### config.mk
export PLATFORM = sky130hd
export DESIGN_NAME = dmem_addr_resolver
export DESIGN_NICKNAME = d
export VERILOG_FILES = /design/src/rtl/dar_pkg.sv /design/src/rtl/dar_addr_sel.sv /design/src/rtl/dar_region_dec.sv /design/src/rtl/dar_bit_mask.sv /design/src/rtl/dmem_addr_resolver.sv
export SDC_FILE = /design/constraint.sdc
export NUM_CORES = 1
export LEC_CHECK = 0
export BUFFER_PORTS_ARGS = -buffer_cell sky130_fd_sc_hd__buf_2
export CORE_MARGIN = 4
export CORE_UTILIZATION = 37
export CTS_CLUSTER_SIZE = 8
export DETAILED_ROUTE_END_ITERATION = 6
export PLACE_DENSITY = 0.77
export SETUP_SLACK_MARGIN = 0.1
export SKIP_CTS_REPAIR_TIMING = 1
export SYNTH_ARGS = -nofsm -noshare
export SYNTH_HDL_FRONTEND = slang
export SYNTH_HIERARCHICAL = 1
export SYNTH_SLANG_ARGS = --single-unit
### constraint.sdc
create_clock -name clk_i -period 6.2 [get_ports clk_i]
set_input_delay 1.86 -clock clk_i [delete_from_list [all_inputs] [get_ports clk_i]]
set_output_delay 1.86 -clock clk_i [all_outputs]
set_load 0.03 [all_outputs]
### src/rtl/dar_pkg.sv
package dar_pkg;
  localparam int unsigned DATA_W  = 8;
  localparam int unsigned FILE_W  = 7;
  localparam int unsigned ADDR_W  = 9;
  localparam int unsigned INSTR_W = 14;
  localparam int unsigned BITNO_W = 3;
  localparam int unsigned BITNO_LSB = 7;

  typedef enum logic [3:0] {
    RG_NONE      = 4'd0,
    RG_GPR       = 4'd1,
    RG_PC_LO     = 4'd2,
    RG_STATUS    = 4'd3,
    RG_PTR       = 4'd4,
    RG_PORT_A    = 4'd5,
    RG_PORT_B    = 4'd6,
    RG_PORT_C    = 4'd7,
    RG_PORT_D    = 4'd8,
    RG_DIR_A     = 4'd9,
    RG_DIR_B     = 4'd10,
    RG_DIR_C     = 4'd11,
    RG_DIR_D     = 4'd12,
    RG_PC_HI_LAT = 4'd13,
    RG_IRQ_CTL   = 4'd14,
    RG_OPT       = 4'd15
  } region_e;
endpackage

### src/rtl/dar_addr_sel.sv
module dar_addr_sel #(
  parameter int unsigned FILE_W = dar_pkg::FILE_W,
  parameter int unsigned DATA_W = dar_pkg::DATA_W,
  localparam int unsigned ADDR_W = DATA_W + 1
) (
  input  logic [FILE_W-1:0] file_i,
  input  logic [1:0]        dir_bank_i,
  input  logic              ind_bank_i,
  input  logic [DATA_W-1:0] ptr_i,
  output logic [ADDR_W-1:0] addr_o,
  output logic              indirect_o
);
  // file field zero is a virtual location standing for the pointer target
  assign indirect_o = (file_i == '0);

  always_comb begin
    if (indirect_o) addr_o = {ind_bank_i, ptr_i};
    else            addr_o = {dir_bank_i, file_i};
  end
endmodule

### src/rtl/dar_region_dec.sv
module dar_region_dec
  import dar_pkg::*;
#(
  parameter int unsigned DATA_W = dar_pkg::DATA_W,
  parameter logic [6:0]  GPR_BASE = 7'h0E
) (
  input  logic [DATA_W-1:0] low_i,
  output region_e           region_o
);
  logic       hi_half;
  logic [6:0] off;

  assign hi_half = low_i[7];
  assign off     = low_i[6:0];

  always_comb begin
    region_o = RG_NONE;
    if (off >= GPR_BASE) begin
      region_o = RG_GPR;
    end else begin
      case (off)
        7'h02: region_o = RG_PC_LO;
        7'h03: region_o = RG_STATUS;
        7'h04: region_o = RG_PTR;
        7'h0A: region_o = RG_PC_HI_LAT;
        7'h0B: region_o = RG_IRQ_CTL;
        7'h01: region_o = hi_half ? RG_OPT    : RG_NONE;
        7'h05: region_o = hi_half ? RG_DIR_A  : RG_PORT_A;
        7'h06: region_o = hi_half ? RG_DIR_B  : RG_PORT_B;
        7'h0C: region_o = hi_half ? RG_DIR_C  : RG_PORT_C;
        7'h0D: region_o = hi_half ? RG_DIR_D  : RG_PORT_D;
        default: region_o = RG_NONE;
      endcase
    end
  end
endmodule

### src/rtl/dar_bit_mask.sv
module dar_bit_mask #(
  parameter int unsigned DATA_W  = dar_pkg::DATA_W,
  parameter int unsigned BITNO_W = dar_pkg::BITNO_W
) (
  input  logic [BITNO_W-1:0] bitno_i,
  output logic [DATA_W-1:0]  mask_o,
  output logic [DATA_W-1:0]  mask_n_o
);
  for (genvar i = 0; i < DATA_W; i++) begin : g_bit
    assign mask_o[i]   = (bitno_i == BITNO_W'(i));
    assign mask_n_o[i] = ~mask_o[i];
  end
endmodule

### src/rtl/dmem_addr_resolver.sv
module dmem_addr_resolver
  import dar_pkg::*;
#(
  parameter int unsigned INSTR_W   = dar_pkg::INSTR_W,
  parameter int unsigned DATA_W    = dar_pkg::DATA_W,
  parameter int unsigned FILE_W    = dar_pkg::FILE_W,
  parameter int unsigned BITNO_W   = dar_pkg::BITNO_W,
  parameter int unsigned BITNO_LSB = dar_pkg::BITNO_LSB,
  localparam int unsigned ADDR_W   = DATA_W + 1
) (
  input  logic               clk_i,
  input  logic               rst_ni,
  input  logic [INSTR_W-1:0] instr_i,
  input  logic [DATA_W-1:0]  status_i,
  input  logic [DATA_W-1:0]  ptr_i,
  input  logic [DATA_W-1:0]  rd_data_i,
  input  logic               ld_i,
  output logic [ADDR_W-1:0]  addr_o,
  output logic               indirect_o,
  output logic [3:0]         region_o,
  output logic [DATA_W-1:0]  operand_o,
  output logic [DATA_W-1:0]  bit_mask_o,
  output logic [DATA_W-1:0]  bit_mask_n_o
);
  region_e           region;
  logic [DATA_W-1:0] operand_q;

  dar_addr_sel #(.FILE_W(FILE_W), .DATA_W(DATA_W)) i_addr_sel (
    .file_i     (instr_i[FILE_W-1:0]),
    .dir_bank_i (status_i[6:5]),
    .ind_bank_i (status_i[7]),
    .ptr_i      (ptr_i),
    .addr_o     (addr_o),
    .indirect_o (indirect_o)
  );

  dar_region_dec #(.DATA_W(DATA_W)) i_region_dec (
    .low_i    (addr_o[DATA_W-1:0]),
    .region_o (region)
  );

  dar_bit_mask #(.DATA_W(DATA_W), .BITNO_W(BITNO_W)) i_bit_mask (
    .bitno_i  (instr_i[BITNO_LSB +: BITNO_W]),
    .mask_o   (bit_mask_o),
    .mask_n_o (bit_mask_n_o)
  );

  always_ff @(posedge clk_i or negedge rst_ni) begin
    if (!rst_ni)   operand_q <= '0;
    else if (ld_i) operand_q <= (region == RG_NONE) ? '0 : rd_data_i;
  end

  assign region_o  = region;
  assign operand_o = operand_q;
endmodule

==> impl_metrics.ini, run 1 <==
[critical_path]
cp.buffers_inverters = 2
critical-path-top-delay-family = simple AND/OR/NAND/NOR gates
timing.critical_path.slowest_cell_delay_ps = 540
worst-path-max-fanout = 2
cp.required_ps = 4340
worstSetupEndpointType = primary output
ff2ff_setup_slack_ps = 5530
kind_of_start_point_of_the_critical_path = primary input
r2r_end = operand_o[7]$_DFFE_PN0P_
reg2reg_from = operand_o[7]$_DFFE_PN0P_
worst_path_max_delay_cell = sky130_fd_sc_hd__or4_4
crit_type = primary input to primary output
critical_path_arrival_ps = 4190
timing.reg2reg.worst_path_depth = 2
crit_path_cell_trace = buf_2 -> or4_4 -> nor4_4 -> mux2_4 -> maj3_2 -> or3b_4 -> a31oi_4 -> buf_4

[floorplan]
die_width_um = 56.31
start_util_pct = 39.03
core_area_mm2 = 0.002212
design.die.area_mm2 = 0.003170
rows = 17
io_pins = 79
die_h_um = 56.31

[power_and_ir_drop]
peakVddDrop_uv = 167.8
switching_power_mw = 0.07561
power.clock.fraction_pct = 19.9
power.total_mw = 0.1880
power_switching_share_pct = 40.22
leakage_nw = 0.6650
cellPowerDensity_mw_per_mm2 = 149.8
design_internal_power_mw = 0.1124
seqPwrFrac_pct = 31.9
power.share.combinational_pct = 48.3

[placement]
dpl-instance-area_mm2 = 0.001224
gp_routability_congestion = 0.7357
detailedPlacementHpwl_um = 1907
io_buffers = 69

[timing]
period_share_pct = 97.59
hold_viol = 0
worst_hold_slack_ps = 523.9
max-slew-margin-rel_pct = 66.42
setup_repair_after_global_routing_missed_its_margin = no
setup_viol = 0
maxSlewViolCount = 0
clock.fmax_ghz = 0.1653
fin_skew_ps = 0
transition_time_of_the_tightest_slew_check_pin_ps = 502.0
finalWorstPathRequiredPeriod_ps = 6051
setup_total_negative_slack_ps = 0

[synthesis]
ys_types = 38
ys_seq_area_share_pct = 23.19
post_synth.cell_area_avg_um2 = 9.283
synth_fp_nets = 134
synth-main-ff-cell = sky130_fd_sc_hd__dfrtp_1
yosys_register_bits = 8
number_of_synthesized_flops_with_an_enable_pin = 0
netlist_instances = 93
synth.cell_area_um2 = 863.3
postSynth.asyncResetShare_pct = 100.0
ys.warnings.count = 6

[drt]
viasPerCell = 4.898
detailedRoute.firstPassIterationCount = 4
routed_wire_length_per_instance_um = 12.66
drt_first_iter_violations = 63
postRouteWirelength_um = 2367
antenna_left = 0
vias = 916
drt_drc_violations_left = 0

[cts]
clk_transition_reported_paths_ps = 50
cts-root-to-sink-buffers = 2
clkLatencyLatePin_ps = 240
cts_root_buffer = sky130_fd_sc_hd__clkbuf_4
clk_sinks = 8
tritoncts_clock_tree = done
cts_inserted_buffers = 3
cts_max_level = 1

[final_layout]
finish.instance_area_mm2 = 0.001255
nets = 202
area_growth_pct = 45.36
fillerInstances = 209
layout-drive-gt1-share_pct = 62.89
number_of_flip_flops_under_the_largest_register_name = 8
most-common-layout-cells = sky130_fd_sc_hd__buf_2 (68), sky130_fd_sc_hd__inv_1 (16), sky130_fd_sc_hd__o22ai_1 (8), sky130_fd_sc_hd__dfrtp_1 (8), sky130_fd_sc_hd__a21o_2 (7)
mostFrequentLayoutCell = sky130_fd_sc_hd__buf_2
diodes = 0

[min_path]
hold_path_end = operand_o[0]$_DFFE_PN0P_
hold_path_class = register to register
worstHoldPathCells = 2
min_from = operand_o[0]$_DFFE_PN0P_

[grt]
initial_antenna_violation_count = 0
grt-ovfl-total = 0
global_route_wire_length_before_repair_um = 3753
grt_max_degree = 17
vias_in_the_first_global_route = 811
combined_global_route_utilization_of_all_metal_layers_pct = 14.01

[job]
max-cap-violations = 0

[run_status]
status = finished clean
[cell families (layout without fill, tap and decap cells)]
logic type / after synthesis / in the layout / synth area share, %
multiplexers: 4 / 4 / 5.942
adder cells (fa/ha/maj): 1 / 1 / 1.304
buffers and inverters: 24 / 90 / 15.36
XOR/XNOR: 2 / 2 / 2.029
AND/OR/NAND/NOR: 27 / 27 / 27.25
flip-flops: 8 / 8 / 23.19
AO/OA/AOI/OAI: 27 / 27 / 24.93
[tightest hold or removal path, stage by stage, from the launching register on]
cell                      delay, ps
sky130_fd_sc_hd__dfrtp_1        370
sky130_fd_sc_hd__inv_1           50
sky130_fd_sc_hd__o22ai_1         60
[through the flow]
step / cells / setup slack (ps) / utilization, %
final: 187 / 149.3 / 56.73
after global routing: 187 / 100.6 / 56.73
after detailed placement: 184 / 108.0 / 55.32
after floorplan: 93 / -179.5 / -
after global placement: 184 / 121.7 / 55.32
after CTS: 187 / 103.9 / 56.33
[worst max-delay path by stage]
stage | start | endpoint | slack (ps) | depth (start not counted)
after global placement | instr_i[5] | region_o[2] | 120 | 8
final | instr_i[5] | region_o[2] | 150 | 8
after detailed placement | instr_i[5] | region_o[2] | 110 | 8
after floorplan | instr_i[5] | region_o[2] | -180 | 6
after global routing | instr_i[5] | region_o[2] | 100 | 8
after CTS | instr_i[5] | region_o[2] | 100 | 8
[power by group through the flow]
| stage | clock [mW] | sequential [mW] | combinational (mW) |
|---|---|---|---|
| 3_5_place_dp | 0 | 0.0605 | 0.0909 |
| 2_1_floorplan | 0 | 0.0715 | 0.0537 |
| 6_report | 0.0373 | 0.0599 | 0.0908 |
| 3_3_place_gp | 0 | 0.0606 | 0.0883 |
| 4_1_cts | 0.0392 | 0.0599 | 0.0912 |
| 5_1_grt | 0.0432 | 0.0606 | 0.0972 |
[Yosys cell counts, types with 2 or more instances]
master | number | area (um^2)
sky130_fd_sc_hd__buf_4 | 3 | 22.52
sky130_fd_sc_hd__buf_2 | 2 | 10.01
sky130_fd_sc_hd__mux2_4 | 2 | 30.03
sky130_fd_sc_hd__o22ai_1 | 8 | 50.05
sky130_fd_sc_hd__and3b_1 | 3 | 26.28
sky130_fd_sc_hd__a21oi_1 | 3 | 15.01
sky130_fd_sc_hd__or3b_1 | 4 | 35.03
sky130_fd_sc_hd__a21o_2 | 7 | 61.31
sky130_fd_sc_hd__nand3b_1 | 3 | 22.52
sky130_fd_sc_hd__a31oi_1 | 3 | 18.77
sky130_fd_sc_hd__a211oi_1 | 2 | 15.01
sky130_fd_sc_hd__nor3b_2 | 3 | 37.54
sky130_fd_sc_hd__dfrtp_1 | 8 | 200.2
sky130_fd_sc_hd__xnor2_1 | 2 | 17.52
sky130_fd_sc_hd__inv_1 | 16 | 60.06
sky130_fd_sc_hd__nor2_1 | 2 | 7.510
[layer usage]
metal / track usage, % / routed length [um] / part of all wire, % / up-vias
met2: 26.88 / 1324 / 56 / 31
met5: 0 / 0 / 0 / -
met1: 16.67 / 885 / 37 / 416
li1: - / - / - / 469
met3: 3.218 / 157 / 6.6 / 0
met4: 0 / 0 / 0 / 0
[layout make-up]
type	count	area, um^2	area share (%)
Multi-Input combinational cell	61	574.3	45.76
Sequential cell	8	200.2	15.95
Tap cell	28	35.03	2.792
Clock buffer	3	22.52	1.795
Inverter	16	60.06	4.786
Timing Repair Buffer	71	362.8	28.91
Note: power is estimated with default switching activity, not from simulation.
==> run 2, diff against run 1 <==
--- a/config.mk
+++ b/config.mk
@@ -6,11 +6,13 @@
 export NUM_CORES = 1
 export LEC_CHECK = 0
 export BUFFER_PORTS_ARGS = -buffer_cell sky130_fd_sc_hd__buf_2
+export CELL_PAD_IN_SITES_DETAIL_PLACEMENT = 0
+export CELL_PAD_IN_SITES_GLOBAL_PLACEMENT = 1
 export CORE_MARGIN = 4
-export CORE_UTILIZATION = 37
+export CORE_UTILIZATION = 24
 export CTS_CLUSTER_SIZE = 8
 export DETAILED_ROUTE_END_ITERATION = 6
-export PLACE_DENSITY = 0.77
+export PLACE_DENSITY = 0.75
 export SETUP_SLACK_MARGIN = 0.1
 export SKIP_CTS_REPAIR_TIMING = 1
 export SYNTH_ARGS = -nofsm -noshare
==> impl_metrics.ini, run 2 (synthesis results as in run 1) <==
[run_status]
status = finished clean

[grt]
busiest_layer = met2
grt-ovfl-total = 0
grt_max_degree = 17
globalRouteMet1Util_pct = 13.14
vias_in_the_first_global_route = 877
initial_antenna_violation_count = 0
combined_global_route_utilization_of_all_metal_layers_pct = 10.80
met3_usage_pct = 1.806
global_route_wire_length_before_repair_um = 3919
global_route.usage.met2_pct = 19.01

[power_and_ir_drop]
power.clock.fraction_pct = 20.2
cellPowerDensity_mw_per_mm2 = 147.9
seqPwrFrac_pct = 31.6
power.share.combinational_pct = 48.2
leakage_nw = 0.6694
design_internal_power_mw = 0.1131
switching_power_mw = 0.07754
power_switching_share_pct = 40.67
peakVddDrop_uv = 85.42

[final_layout]
diodes = 0
utilization_pct = 37.73
area_growth_pct = 49.28
mostFrequentLayoutCell = sky130_fd_sc_hd__buf_2
layout-drive-gt1-share_pct = 62.50
most-common-layout-cells = sky130_fd_sc_hd__buf_2 (68), sky130_fd_sc_hd__inv_1 (16), sky130_fd_sc_hd__o22ai_1 (8), sky130_fd_sc_hd__dfrtp_1 (8), sky130_fd_sc_hd__a21o_2 (6)
nets = 203
number_of_flip_flops_under_the_largest_register_name = 8

[critical_path]
critical_path_arrival_ps = 4190
worstSetupEndpointType = primary output
crit_type = primary input to primary output
cp.required_ps = 4340
critical_path.endpoint = region_o[2]
reg2reg_from = operand_o[0]$_DFFE_PN0P_
worst-path-max-fanout = 2
ff2ff_setup_slack_ps = 5550
timing.critical_path.from = instr_i[5]
kind_of_start_point_of_the_critical_path = primary input
timing.reg2reg.worst_path_depth = 2
r2r_end = operand_o[0]$_DFFE_PN0P_

[cts]
cts_root_buffer = sky130_fd_sc_hd__clkbuf_4
clk_transition_reported_paths_ps = 50
cts_inserted_buffers = 3
clk_sinks = 8
tritoncts_clock_tree = done
clkLatencyLatePin_ps = 250
cts-root-to-sink-buffers = 2
cts_max_level = 1

[placement]
preCtsSetupSlack_ps = 73.20
io_buffers = 69
detailedPlacementHpwl_um = 2099
gp_routability_congestion = 0.7884

[floorplan]
design.die.area_mm2 = 0.004621
rows = 21
die_h_um = 67.98
core_area_mm2 = 0.003416
io_pins = 79
start_util_pct = 25.27
die_width_um = 67.98

[timing]
setup_repair_after_global_routing_missed_its_margin = yes
worst_hold_slack_ps = 520.7
clock.fmax_ghz = 0.1653
period_share_pct = 97.60
hold_viol = 0
max-slew-margin-rel_pct = 63.23
maxSlewViolCount = 0
transition_time_of_the_tightest_slew_check_pin_ps = 549.6
setup_total_negative_slack_ps = 0
post-route-worst-setup-slack_ps = 148.9
fin_skew_ps = 0
setup_viol = 0
finalWorstPathRequiredPeriod_ps = 6051

[drt]
drt_drc_violations_left = 0
routed_wire_length_per_instance_um = 12.54
drt_first_iter_violations = 35
antenna_left = 0
detailedRoute.firstPassIterationCount = 4
vias = 954
viasPerCell = 4.631
postRouteWirelength_um = 2584

[job]
max-cap-violations = 0

[min_path]
hold_path_class = register to register
run 2: critical path, stage by stage:
cell and delay, ps:
sky130_fd_sc_hd__buf_2 110, sky130_fd_sc_hd__or4_4 530, sky130_fd_sc_hd__nor4_4 270, sky130_fd_sc_hd__mux2_4 340, sky130_fd_sc_hd__maj3_2 290, sky130_fd_sc_hd__or3b_4 390, sky130_fd_sc_hd__a31oi_4 240, sky130_fd_sc_hd__buf_6 170
run 2: final cells by class:
class	instances	area, um^2
fill	361	2127
timing repair buffer	72	374.1
clock buffer	3	22.52
multi-input combinational	61	574.3
inverter	16	60.06
tap	46	57.56
sequential	8	200.2
run 2: how the worst min path moves through the flow:
stage	startpoint	to	slack, ps	cells past startpoint
floorplan	operand_o[0]$_DFFE_PN0P_	operand_o[0]$_DFFE_PN0P_	660	2
global placement	operand_o[6]$_DFFE_PN0P_	operand_o[6]$_DFFE_PN0P_	510	2
detailed placement	operand_o[6]$_DFFE_PN0P_	operand_o[6]$_DFFE_PN0P_	520	2
CTS	operand_o[6]$_DFFE_PN0P_	operand_o[6]$_DFFE_PN0P_	520	2
global route	operand_o[4]$_DFFE_PN0P_	operand_o[4]$_DFFE_PN0P_	560	2
finish	operand_o[6]$_DFFE_PN0P_	operand_o[6]$_DFFE_PN0P_	520	2
run 2: per-stage QoR:
step	power, mW	area [um^2]	std cells
5_1_grt	0.2051	1289	206
3_3_place_gp	0.1504	1254	203
4_1_cts	0.1927	1276	206
3_5_place_dp	0.1528	1254	203
2_1_floorplan	0.1252	900.9	93
6_report	0.1907	1289	206
run 2: per-layer routing:
| metal | share of wire, % | up-vias |
|---|---|---|
| met5 | 0 | - |
| met2 | 46 | 60 |
| li1 | - | 474 |
| met1 | 40 | 418 |
| met3 | 14 | 2 |
| met4 | 0.66 | 0 |
run 2: power groups by stage:
stage | Combinational, mW | Clock, mW | Sequential (mW)
after CTS | 0.0919 | 0.0404 | 0.0603
after detailed placement | 0.0918 | 0 | 0.0610
after global routing | 0.0993 | 0.0446 | 0.0612
final | 0.0918 | 0.0386 | 0.0603
after global placement | 0.0895 | 0 | 0.0610
after floorplan | 0.0537 | 0 | 0.0715
==> run 3, diff against run 2 <==
--- a/config.mk
+++ b/config.mk
@@ -7,9 +7,9 @@
 export LEC_CHECK = 0
 export BUFFER_PORTS_ARGS = -buffer_cell sky130_fd_sc_hd__buf_2
 export CELL_PAD_IN_SITES_DETAIL_PLACEMENT = 0
-export CELL_PAD_IN_SITES_GLOBAL_PLACEMENT = 1
+export CELL_PAD_IN_SITES_GLOBAL_PLACEMENT = 2
 export CORE_MARGIN = 4
-export CORE_UTILIZATION = 24
+export CORE_UTILIZATION = 18
 export CTS_CLUSTER_SIZE = 8
 export DETAILED_ROUTE_END_ITERATION = 6
 export PLACE_DENSITY = 0.75
==> constraint.sdc (replaced) <==
create_clock -name clk_i -period 6.2 [get_ports clk_i]
set_input_delay 1.24 -clock clk_i [delete_from_list [all_inputs] [get_ports clk_i]]
set_output_delay 1.24 -clock clk_i [all_outputs]
set_load 0.03 [all_outputs]
==> impl_metrics.ini, run 3 (synthesis results as in run 1) <==
[run_status]
status = finished clean

[power_and_ir_drop]
cellPowerDensity_mw_per_mm2 = 167.8
leakage_nw = 0.6670
peakVddDrop_uv = 103.4
power.total_mw = 0.2098

[critical_path]
crit_type = primary input to primary output
timing.reg2reg.worst_path_depth = 2
timing.critical_path.slowest_cell_delay_ps = 540
cp.depth = 8
kind_of_start_point_of_the_critical_path = primary input
crit_path_cell_trace = buf_2 -> or4_4 -> nor4_4 -> mux2_4 -> maj3_2 -> or3b_1 -> a31oi_1 -> buf_2
cp.required_ps = 4960
worst-path-max-fanout = 9
worst_path_max_delay_cell = sky130_fd_sc_hd__or4_4
path_common_cell = sky130_fd_sc_hd__buf_2
critical-path-top-delay-family = simple AND/OR/NAND/NOR gates
critical_path_arrival_ps = 3750
worstSetupEndpointType = primary output
cp.buffers_inverters = 2

[floorplan]
core_area_mm2 = 0.004504
rows = 24
start_util_pct = 19.17
die_h_um = 77.26
design.die.area_mm2 = 0.005968
io_pins = 79
die_width_um = 77.26

[drt]
viasPerCell = 4.505
routed_wire_length_per_instance_um = 12.60
drt_first_iter_violations = 86
detailedRoute.firstPassIterationCount = 2
postRouteWirelength_um = 2647
antenna_left = 0
drt_drc_violations_left = 0
vias = 946

[final_layout]
number_of_flip_flops_under_the_largest_register_name = 8
mostFrequentLayoutCell = sky130_fd_sc_hd__buf_2
diodes = 0
nets = 201
area_growth_pct = 44.78
layout-drive-gt1-share_pct = 58.86
most-common-layout-cells = sky130_fd_sc_hd__buf_2 (69), sky130_fd_sc_hd__inv_1 (16), sky130_fd_sc_hd__o22ai_1 (8), sky130_fd_sc_hd__dfrtp_1 (8), sky130_fd_sc_hd__a21o_2 (7)

[timing]
fin_skew_ps = 0
max-slew-margin-rel_pct = 61.64
transition_time_of_the_tightest_slew_check_pin_ps = 573.4
worst_hold_slack_ps = 525.0
clock.fmax_ghz = 0.2002
period_share_pct = 80.55
finalWorstPathRequiredPeriod_ps = 4994
setup_repair_after_global_routing_missed_its_margin = no
setup_total_negative_slack_ps = 0
maxSlewViolCount = 0
hold_viol = 0
setup_viol = 0

[grt]
combined_global_route_utilization_of_all_metal_layers_pct = 8.380
grt_max_degree = 17
global_route_wire_length_before_repair_um = 4243
initial_antenna_violation_count = 0
grt-ovfl-total = 0
vias_in_the_first_global_route = 894

[cts]
tritoncts_clock_tree = done
cts_max_level = 1
cts_inserted_buffers = 3
cts_root_buffer = sky130_fd_sc_hd__clkbuf_8
cts-root-to-sink-buffers = 2
clk_transition_reported_paths_ps = 40
clk_sinks = 8
clkLatencyLatePin_ps = 220

[placement]
detailedPlacementHpwl_um = 2149
io_buffers = 69
gp_routability_congestion = 0.7890

[min_path]
hold_path_class = register to register
worstHoldPathCells = 2

[job]
max-cap-violations = 0
-- run 3: final cells by class --
class                   count  area, um^2
clock buffers               3       41.29
fillers                   492        3254
inverters                  16       60.06
multi-input cells          61       530.5
flip-flops and latches      8       200.2
well taps                  52       65.06
repair buffers             70       352.8
-- run 3: routing by layer --
metal / vias to the layer above / track usage, % / share of wire (%)
met5: - / 0 / 0
met3: 2 / 2.225 / 13
met2: 59 / 14.08 / 45
met4: 0 / 2.135 / 0.60
li1: 468 / - / -
met1: 417 / 10.56 / 42
-- run 3: final timing paths --
path / to / slack, ps / from
min reg2reg: operand_o[1]$_DFFE_PN0P_ / 520 / operand_o[1]$_DFFE_PN0P_
max reg2reg: operand_o[4]$_DFFE_PN0P_ / 5560 / operand_o[4]$_DFFE_PN0P_
min: operand_o[1]$_DFFE_PN0P_ / 520 / operand_o[1]$_DFFE_PN0P_
max in group asynchronous: operand_o[4]$_DFFE_PN0P_ / 5190 / rst_ni
max: region_o[2] / 1210 / instr_i[5]
min in group asynchronous: operand_o[2]$_DFFE_PN0P_ / 850 / rst_ni
-- run 3: metrics by stage --
step                utilization [%]  setup WS [ps]  cell area [um^2]  cells
floorplan                         -          786.8             863.3     93
global placement              26.83           1232              1209    207
detailed placement            26.83           1196              1209    207
CTS                           27.75           1189              1250    210
global route                  27.75           1117              1250    210
finish                        27.75           1206              1250    210
-- run 3: power by group --
group / leakage, nW / switching [mW] / internal, mW
Clock: 0.0216 / 0.0195 / 0.0420
Sequential: 0.0979 / 0.00253 / 0.0577
Combinational: 0.548 / 0.0567 / 0.0314
-- run 3: worst register-to-register path, delay by kind of cell, from the launching register on --
kind | cells | cell delay, ps
flip-flops | 1 | 370
AO/OA/AOI/OAI | 1 | 70
buffers and inverters | 1 | 50
